## src/rtl/cvs_pkg.sv

```systemverilog
package cvs_pkg;

    localparam int WAYS    = 4;
    localparam int WAY_W   = $clog2(WAYS);
    localparam int AGE_W   = $clog2(WAYS);
    localparam int PROB_W  = 8;
    localparam logic [AGE_W-1:0] AGE_OLDEST = AGE_W'(WAYS - 1);

    typedef struct packed {
        logic             valid;
        logic             singlet;
        logic             guest;
        logic [AGE_W-1:0] age;
    } way_hint_t;

    typedef struct packed {
        logic [WAY_W-1:0] way;
        logic             fwd;
    } victim_t;

    function automatic logic throttle_hit(input logic [PROB_W-1:0] prob,
                                          input logic [PROB_W-1:0] rnd);
        return (prob == {PROB_W{1'b1}}) || (rnd < prob);
    endfunction

endpackage

```

## src/rtl/cvs_throttle.sv

```systemverilog
module cvs_throttle
    import cvs_pkg::*;
#(
    parameter int                LFSR_W = 16,
    parameter logic [LFSR_W-1:0] TAPS   = 16'hB400,
    parameter logic [LFSR_W-1:0] SEED   = 16'hACE1
) (
    input  logic              clk,
    input  logic              rst,
    input  logic [PROB_W-1:0] coop_prob,
    input  logic [PROB_W-1:0] spill_prob,
    output logic              coop_on,
    output logic              spill_on
);

    logic [LFSR_W-1:0] lfsr_q;
    logic              fb;

    assign fb = ^(lfsr_q & TAPS);

    always_ff @(posedge clk) begin
        if (rst) lfsr_q <= SEED;
        else     lfsr_q <= {lfsr_q[LFSR_W-2:0], fb};
    end

    assign coop_on  = throttle_hit(coop_prob,  lfsr_q[PROB_W-1:0]);
    assign spill_on = throttle_hit(spill_prob, lfsr_q[LFSR_W-1 -: PROB_W]);

    // guard: a saturated probability must always apply
    always_ff @(posedge clk) begin
        if (!rst && coop_prob == {PROB_W{1'b1}})
            a_r9_coop_saturated: assert (coop_on);
        if (!rst && spill_prob == '0)
            a_r9_spill_zero: assert (!spill_on);
    end

endmodule

```

## src/rtl/cvs_set_state.sv

```systemverilog
module cvs_set_state
    import cvs_pkg::*;
(
    input  logic             clk,
    input  logic             rst,
    input  logic             fill_en,
    input  logic [WAY_W-1:0] fill_way,
    input  logic             fill_is_spill,
    input  logic             hit_valid,
    input  logic [WAY_W-1:0] hit_way,
    input  logic             sing_valid,
    input  logic [WAY_W-1:0] sing_way,
    output way_hint_t        hints [WAYS]
);

    logic             hit_en;
    logic             touch_en;
    logic [WAY_W-1:0] touch_way;
    logic [AGE_W-1:0] touch_age;

    assign hit_en    = hit_valid && !fill_en;
    assign touch_en  = fill_en || hit_en;
    assign touch_way = fill_en ? fill_way : hit_way;
    assign touch_age = hints[touch_way].age;

    for (genvar i = 0; i < WAYS; i++) begin : g_way
        always_ff @(posedge clk) begin
            if (rst) begin
                hints[i].valid   <= 1'b0;
                hints[i].singlet <= 1'b0;
                hints[i].guest   <= 1'b0;
                hints[i].age     <= AGE_W'(i);
            end else begin
                if (touch_en) begin
                    if (touch_way == WAY_W'(i))
                        hints[i].age <= '0;
                    else if (hints[i].age < touch_age)
                        hints[i].age <= hints[i].age + 1'b1;
                end
                if (fill_en && fill_way == WAY_W'(i)) begin
                    hints[i].valid   <= 1'b1;
                    hints[i].singlet <= fill_is_spill;
                    hints[i].guest   <= fill_is_spill;
                end else begin
                    if (hit_en && hit_way == WAY_W'(i))
                        hints[i].guest <= 1'b0;
                    if (sing_valid && sing_way == WAY_W'(i) && hints[i].valid)
                        hints[i].singlet <= 1'b1;
                end
            end
        end
    end

    // a hit makes its way the most recent
    a_r3_hit_mru: assert property (@(posedge clk) disable iff (rst)
        hit_en |=> hints[$past(hit_way)].age == '0);

    // a hit leaves no guest hint behind
    a_r6_hit_clears_guest: assert property (@(posedge clk) disable iff (rst)
        hit_en |=> !hints[$past(hit_way)].guest);

endmodule

```

## src/rtl/cvs_pick.sv

```systemverilog
module cvs_pick
    import cvs_pkg::*;
(
    input  way_hint_t hints [WAYS],
    input  logic      coop_on,
    input  logic      spill_on,
    input  logic      fill_is_spill,
    output victim_t   choice
);

    logic             any_inv;
    logic [WAY_W-1:0] inv_way;
    logic             any_rep;
    logic [WAY_W-1:0] rep_way;
    logic [AGE_W-1:0] rep_age;
    logic [WAY_W-1:0] lru_way;
    logic [WAY_W-1:0] pick_way;
    way_hint_t        pick_h;

    always_comb begin
        any_inv = 1'b0;
        inv_way = '0;
        for (int i = WAYS - 1; i >= 0; i--) begin
            if (!hints[i].valid) begin
                any_inv = 1'b1;
                inv_way = WAY_W'(i);
            end
        end

        any_rep = 1'b0;
        rep_way = '0;
        rep_age = '0;
        for (int i = 0; i < WAYS; i++) begin
            if (hints[i].valid && !hints[i].singlet &&
                (!any_rep || hints[i].age > rep_age)) begin
                any_rep = 1'b1;
                rep_way = WAY_W'(i);
                rep_age = hints[i].age;
            end
        end

        lru_way = '0;
        for (int i = 0; i < WAYS; i++) begin
            if (hints[i].age == AGE_OLDEST) lru_way = WAY_W'(i);
        end

        if (any_inv)                 pick_way = inv_way;
        else if (coop_on && any_rep) pick_way = rep_way;
        else                         pick_way = lru_way;

        pick_h        = hints[pick_way];
        choice.way    = pick_way;
        choice.fwd    = pick_h.valid && pick_h.singlet && !pick_h.guest &&
                        !fill_is_spill && spill_on;
    end

endmodule

```

## src/rtl/coop_victim_sel.sv

```systemverilog
module coop_victim_sel
    import cvs_pkg::*;
(
    input  logic              clk,
    input  logic              rst,
    input  logic              fill_req,
    input  logic              fill_is_spill,
    input  logic              hit_valid,
    input  logic [WAY_W-1:0]  hit_way,
    input  logic              sing_valid,
    input  logic [WAY_W-1:0]  sing_way,
    input  logic [PROB_W-1:0] coop_prob,
    input  logic [PROB_W-1:0] spill_prob,
    output logic              vict_valid,
    output logic [WAY_W-1:0]  vict_way,
    output logic              vict_fwd
);

    way_hint_t hints [WAYS];
    victim_t   choice;
    logic      coop_on;
    logic      spill_on;

    cvs_throttle u_throttle (
        .clk        (clk),
        .rst        (rst),
        .coop_prob  (coop_prob),
        .spill_prob (spill_prob),
        .coop_on    (coop_on),
        .spill_on   (spill_on)
    );

    cvs_set_state u_state (
        .clk           (clk),
        .rst           (rst),
        .fill_en       (fill_req),
        .fill_way      (choice.way),
        .fill_is_spill (fill_is_spill),
        .hit_valid     (hit_valid),
        .hit_way       (hit_way),
        .sing_valid    (sing_valid),
        .sing_way      (sing_way),
        .hints         (hints)
    );

    cvs_pick u_pick (
        .hints         (hints),
        .coop_on       (coop_on),
        .spill_on      (spill_on),
        .fill_is_spill (fill_is_spill),
        .choice        (choice)
    );

    always_ff @(posedge clk) begin
        if (rst) begin
            vict_valid <= 1'b0;
            vict_way   <= '0;
            vict_fwd   <= 1'b0;
        end else begin
            vict_valid <= fill_req;
            if (fill_req) begin
                vict_way <= choice.way;
                vict_fwd <= choice.fwd;
            end
        end
    end

    // the chosen way agrees with the per-way state
    always_ff @(posedge clk) begin
        if (!rst && fill_req) begin
            a_r1_invalid_first: assert (hints[0].valid && hints[1].valid &&
                                        hints[2].valid && hints[3].valid ||
                                        !hints[choice.way].valid);
            if (choice.fwd)
                a_r4_fwd_unique: assert (hints[choice.way].singlet &&
                                         !hints[choice.way].guest);
        end
    end

    // a spill arrival never forwards its victim
    a_r5_spill_no_fwd: assert property (@(posedge clk) disable iff (rst)
        fill_req && fill_is_spill |=> !vict_fwd);

    // one strobe per request, one cycle later
    a_r10_latency: assert property (@(posedge clk) disable iff (rst)
        fill_req |=> vict_valid);
    a_r10_no_spurious: assert property (@(posedge clk) disable iff (rst)
        !fill_req |=> !vict_valid);

endmodule

```

## config.mk

```make
export PLATFORM = sky130hd
export DESIGN_NAME = coop_victim_sel
export DESIGN_NICKNAME = d
export VERILOG_FILES = /design/src/rtl/cvs_pkg.sv /design/src/rtl/cvs_throttle.sv /design/src/rtl/cvs_set_state.sv /design/src/rtl/cvs_pick.sv /design/src/rtl/coop_victim_sel.sv
export SDC_FILE = /design/constraint.sdc
export NUM_CORES = 1
export LEC_CHECK = 0
export BUFFER_PORTS_ARGS = -buffer_cell sky130_fd_sc_hd__buf_2
export CAP_MARGIN = 40
export CORE_MARGIN = 3
export CORE_UTILIZATION = 45
export DETAILED_ROUTE_END_ITERATION = 6
export GPL_TIMING_DRIVEN = 0
export PLACE_DENSITY = 0.74
export SETUP_SLACK_MARGIN = 0.2
export SYNTH_ARGS = -nofsm -noshare
export SYNTH_HDL_FRONTEND = slang
export SYNTH_SLANG_ARGS = --single-unit
```

## constraint.sdc

```tcl
create_clock -name clk -period 10.2 [get_ports clk]
set_input_delay 2.04 -clock clk [delete_from_list [all_inputs] [get_ports clk]]
set_output_delay 2.04 -clock clk [all_outputs]
set_load 0.02 [all_outputs]
```

==> metrics.md <==
| Metric | Value |
|---|---|
| Outcome | `finished, final reports clean` |
| Clock Pin Slew Worst Setup and Hold Paths | `80 ps` |
| Min Clock Period, post-route | `5850 ps` |
| Placed cells | `450` |
| Post-CTS sizing | `0` |
| Port Buffers | `27` |
| Period utilization | `0.574` |
| WS Path Type | `reg -> reg` |
| Worst Hold Class | `reg -> reg` |
| Net Switching | `0.137 mW` |
| # hold bufs at CTS | `0` |
| Routing usage on met3 | `0.0384` |
| Die X | `86.0 um` |
| # DRC | `0` |
| Clock skew | `5.63 ps` |
| Fmax achieved | `171 MHz` |
| Crit-path slowest cell | `nor4_4` |
| CTS tree | `built` |
| Element type at the critical path start | `flip-flop` |
| Final setup viols | `0` |
| Clock H-tree levels | `2` |
| Lkg Pwr | `1.38 nW` |
| Most used routing layer | `met2` |
| Slew headroom | `0.538` |
| Worst-Skew Late Latency | `290 ps` |
| CP Capture Type | `flip-flop` |
| Worst path arrival time | `6030 ps` |
| Via count of the first global-routing pass | `2496` |
| Setup TNS | `0 ps` |
| Syn nets | `397` |
| Fin cells | `458` |
| Register area share after synthesis | `0.278` |
| M1 GR Usage | `0.255` |
| Library cells used by synthesis | `67` |
| Worst setup margin | `roughly 4400 ps` |
| Crit. Startpoint | `u_state.hints[19]$_SDFFE_PP0P_` |
| Fraction of registers with async set/reset | `0` |
| Synthesized area per cell | `8.27 um^2` |
| Cells after Synth | `348` |
| Top-count cell post-synth | `dfxtp_1` |
| Gr ovfl total | `0` |
| DP HPWL | `5460 um` |
| Place WS | `approximately 4400 ps` |
| DR vias/cell | `5.82` |
| List of most frequent post-synthesis cells | `40 x dfxtp_1, 32 x inv_1, 25 x nor2_1` |
| Largest net degree at the start of global routing | `14` |
| Critical path required time | `10380 ps` |
| Crit path buf inv count | `2` |
| Top-area cell type share of the netlist area | `0.278` |
| Initial antenna violation count | `0` |
| Max Root-Sink Buffers | `2` |
| Synth Flop Type | `dfxtp_1` |
| Register area | `between 800 and 900 um^2` |
| Met2 Track Usage GR | `0.331` |
| Drt wl/cell | `15.4 um` |
| End-of-flow core utilization | `0.533` |
| Switching Share | `0.314` |
| MaxCap Viol Count | `0` |
| Number of I/O pins | `30` |
| Clock sinks | `40` |
| Final wirelength | `7040 um` |
| Antenna viol nets, final | `0` |
| Pwr dens | `136 nW/um^2` |
| Worst slew pin tran | `687 ps` |
| Post-layout net count | `431` |
| Setup repair bufs after CTS | `0` |
| Global-route wire length before repair | `about 12000 um` |
| Hold_sp | `u_throttle.lfsr_q[5]$_SDFF_PP1_` |
| Internal Power | `0.301 mW` |
| Iteration-0 DRC Markers | `164` |
| Worst r2r src | `u_state.hints[19]$_SDFFE_PP0P_` |
| GRT Util Overall | `0.195` |
| EDFF count, synth | `0` |
| CP delay by family, top | `compound AO/OA/AOI/OAI gates` |
| Worst path max stage delay | `just under 500 ps` |
| Vias | `2667` |
| Ranking of synthesized cells by area | `dfxtp_1 28%, ha_1 10%, inv_1 4.2%` |
| RSZ-0062 raised after global routing | `false` |
| Clock power share | `0.313` |
| CTS buffer count | `5` |
| Fraction of layout cells with a size suffix above 1 | `0.183` |
| Final hold viol count | `0` |
| Initial core utilization | `0.475` |
| Fillers | `577` |
| Pre-antenna DRT Iters | `4` |
| CTS root buf | `clkbuf_8` |
| Synth warn | `0` |
| Total Die Area | `approximately 7400 um^2` |
| Sequential power share | `0.412` |
| Multi-input logic area | `1880 um^2` |
| Critical Path, Cell by Cell | `inv_2 -> nor2_1 -> nand2_1 -> ha_1 -> nor2b_1 -> o21ai_0 -> a21oi_1 -> mux2_2 -> ha_1 -> a21o_1 -> o32ai_1 -> nor2_1 -> a21oi_1 -> ha_1 -> nand2_1 -> nand2_1 -> o21ai_0 -> nor4b_1 -> or3_1 -> buf_6 -> nor4_4 -> nor2_1 -> a22o_1 -> a311o_1` |
| Placer Congestion | `about 0.91` |
| Peak supply drop | `about 0.064 mV` |
| Core area | `6060 um^2` |
| Combinational Power Share | `0.275` |
| Cell taking the most area after synthesis | `dfxtp_1` |
| Synth Cell Area | `roughly 2900 um^2` |
| Worst-path fanout max | `7` |
| Ant diodes | `0` |
| Die Span Y | `86.0 um` |
| P&R area growth vs syn | `12.2%` |
| Synth Register Bits | `40` |
| Max Slew Vio Count | `0` |
| Rows | `28` |
-- final cells by class --
class / instances / area share
flip-flops and latches: 40 / 0.248
repair buffers: 27 / 0.0418
well taps: 75 / 0.0291
inverters: 33 / 0.0384
plain buffers: 13 / 0.0232
multi-input cells: 262 / 0.582
clock inverters: 2 / 0.0120
clock buffers: 6 / 0.0256
-- placed cells by master, fill, tap and decap left out, types with 9 or more instances in the layout --
cell / netlist / final
a21oi_1: 23 / 23
buf_2: 0 / 27
nand2_1: 22 / 22
mux2i_1: 9 / 9
inv_1: 32 / 32
nor2_1: 25 / 25
clkbuf_1: 9 / 9
nor3_1: 11 / 11
o21ai_0: 13 / 13
dfxtp_1: 40 / 40
a21o_1: 9 / 9
ha_1: 23 / 23
nor2b_1: 13 / 13
-- power by group through the flow --
stage | Clock [mW] | Combinational [mW] | Sequential, mW
3_3_place_gp | 0 | 0.116 | 0.184
4_1_cts | 0.140 | 0.120 | 0.180
6_report | 0.137 | 0.121 | 0.181
3_5_place_dp | 0 | 0.119 | 0.184
5_1_grt | 0.149 | 0.136 | 0.182
2_1_floorplan | 0 | 0.0911 | 0.180
-- metrics by stage --
stage	hold WS (ps)	area [um^2]	total power, mW
after global routing	472	3230	0.467
after CTS	456	3230	0.440
final	451	3230	0.438
after detailed placement	437	3110	0.302
after global placement	438	3110	0.300
after floorplan	419	2880	0.271
-- cell families after synthesis --
kind of cell,count (synthesis),share of synthesized area
and+or+nand+nor,122,0.243
xor gates and xnor gates,3,0.00913
muxes,11,0.0391
adders and majority gates,23,0.100
buffers and inverters,46,0.0691
DFF,40,0.278
AOI/OAI and AO/OA,103,0.262
-- final timing paths --
path / slack, ps / cells past startpoint / end
setup reg to reg: 4350 / 24 / u_state.hints[6]$_SDFFE_PP1P_
hold reg to reg: 450 / 1 / u_throttle.lfsr_q[6]$_SDFF_PP1_
setup / recovery: 4350 / 24 / u_state.hints[6]$_SDFFE_PP1P_
hold / removal: 450 / 1 / u_throttle.lfsr_q[6]$_SDFF_PP1_
-- worst reg2reg max path: stages (launching register included) --
cell	delay [ps]
dfxtp_1	380
inv_2	70
nor2_1	260
nand2_1	130
ha_1	290
nor2b_1	110
o21ai_0	80
a21oi_1	340
mux2_2	400
ha_1	270
a21o_1	190
o32ai_1	250
nor2_1	100
a21oi_1	140
ha_1	250
nand2_1	70
nand2_1	40
o21ai_0	370
nor4b_1	130
or3_1	350
buf_6	150
nor4_4	490
nor2_1	210
a22o_1	280
a311o_1	360
-- sequential cells by signal (all words and copies together) (netlist names) --
name and count:
vict_valid 1, u_throttle.lfsr_q 16, u_state.hints 20, vict_fwd 1, vict_way 2
-- routing by layer --
layer	part of all wire	up-vias
met5	0	-
met1	0.46	1225
met2	0.47	87
met4	0.0097	0
met3	0.058	8
li1	-	1347
(Power assumes the default switching activity.)
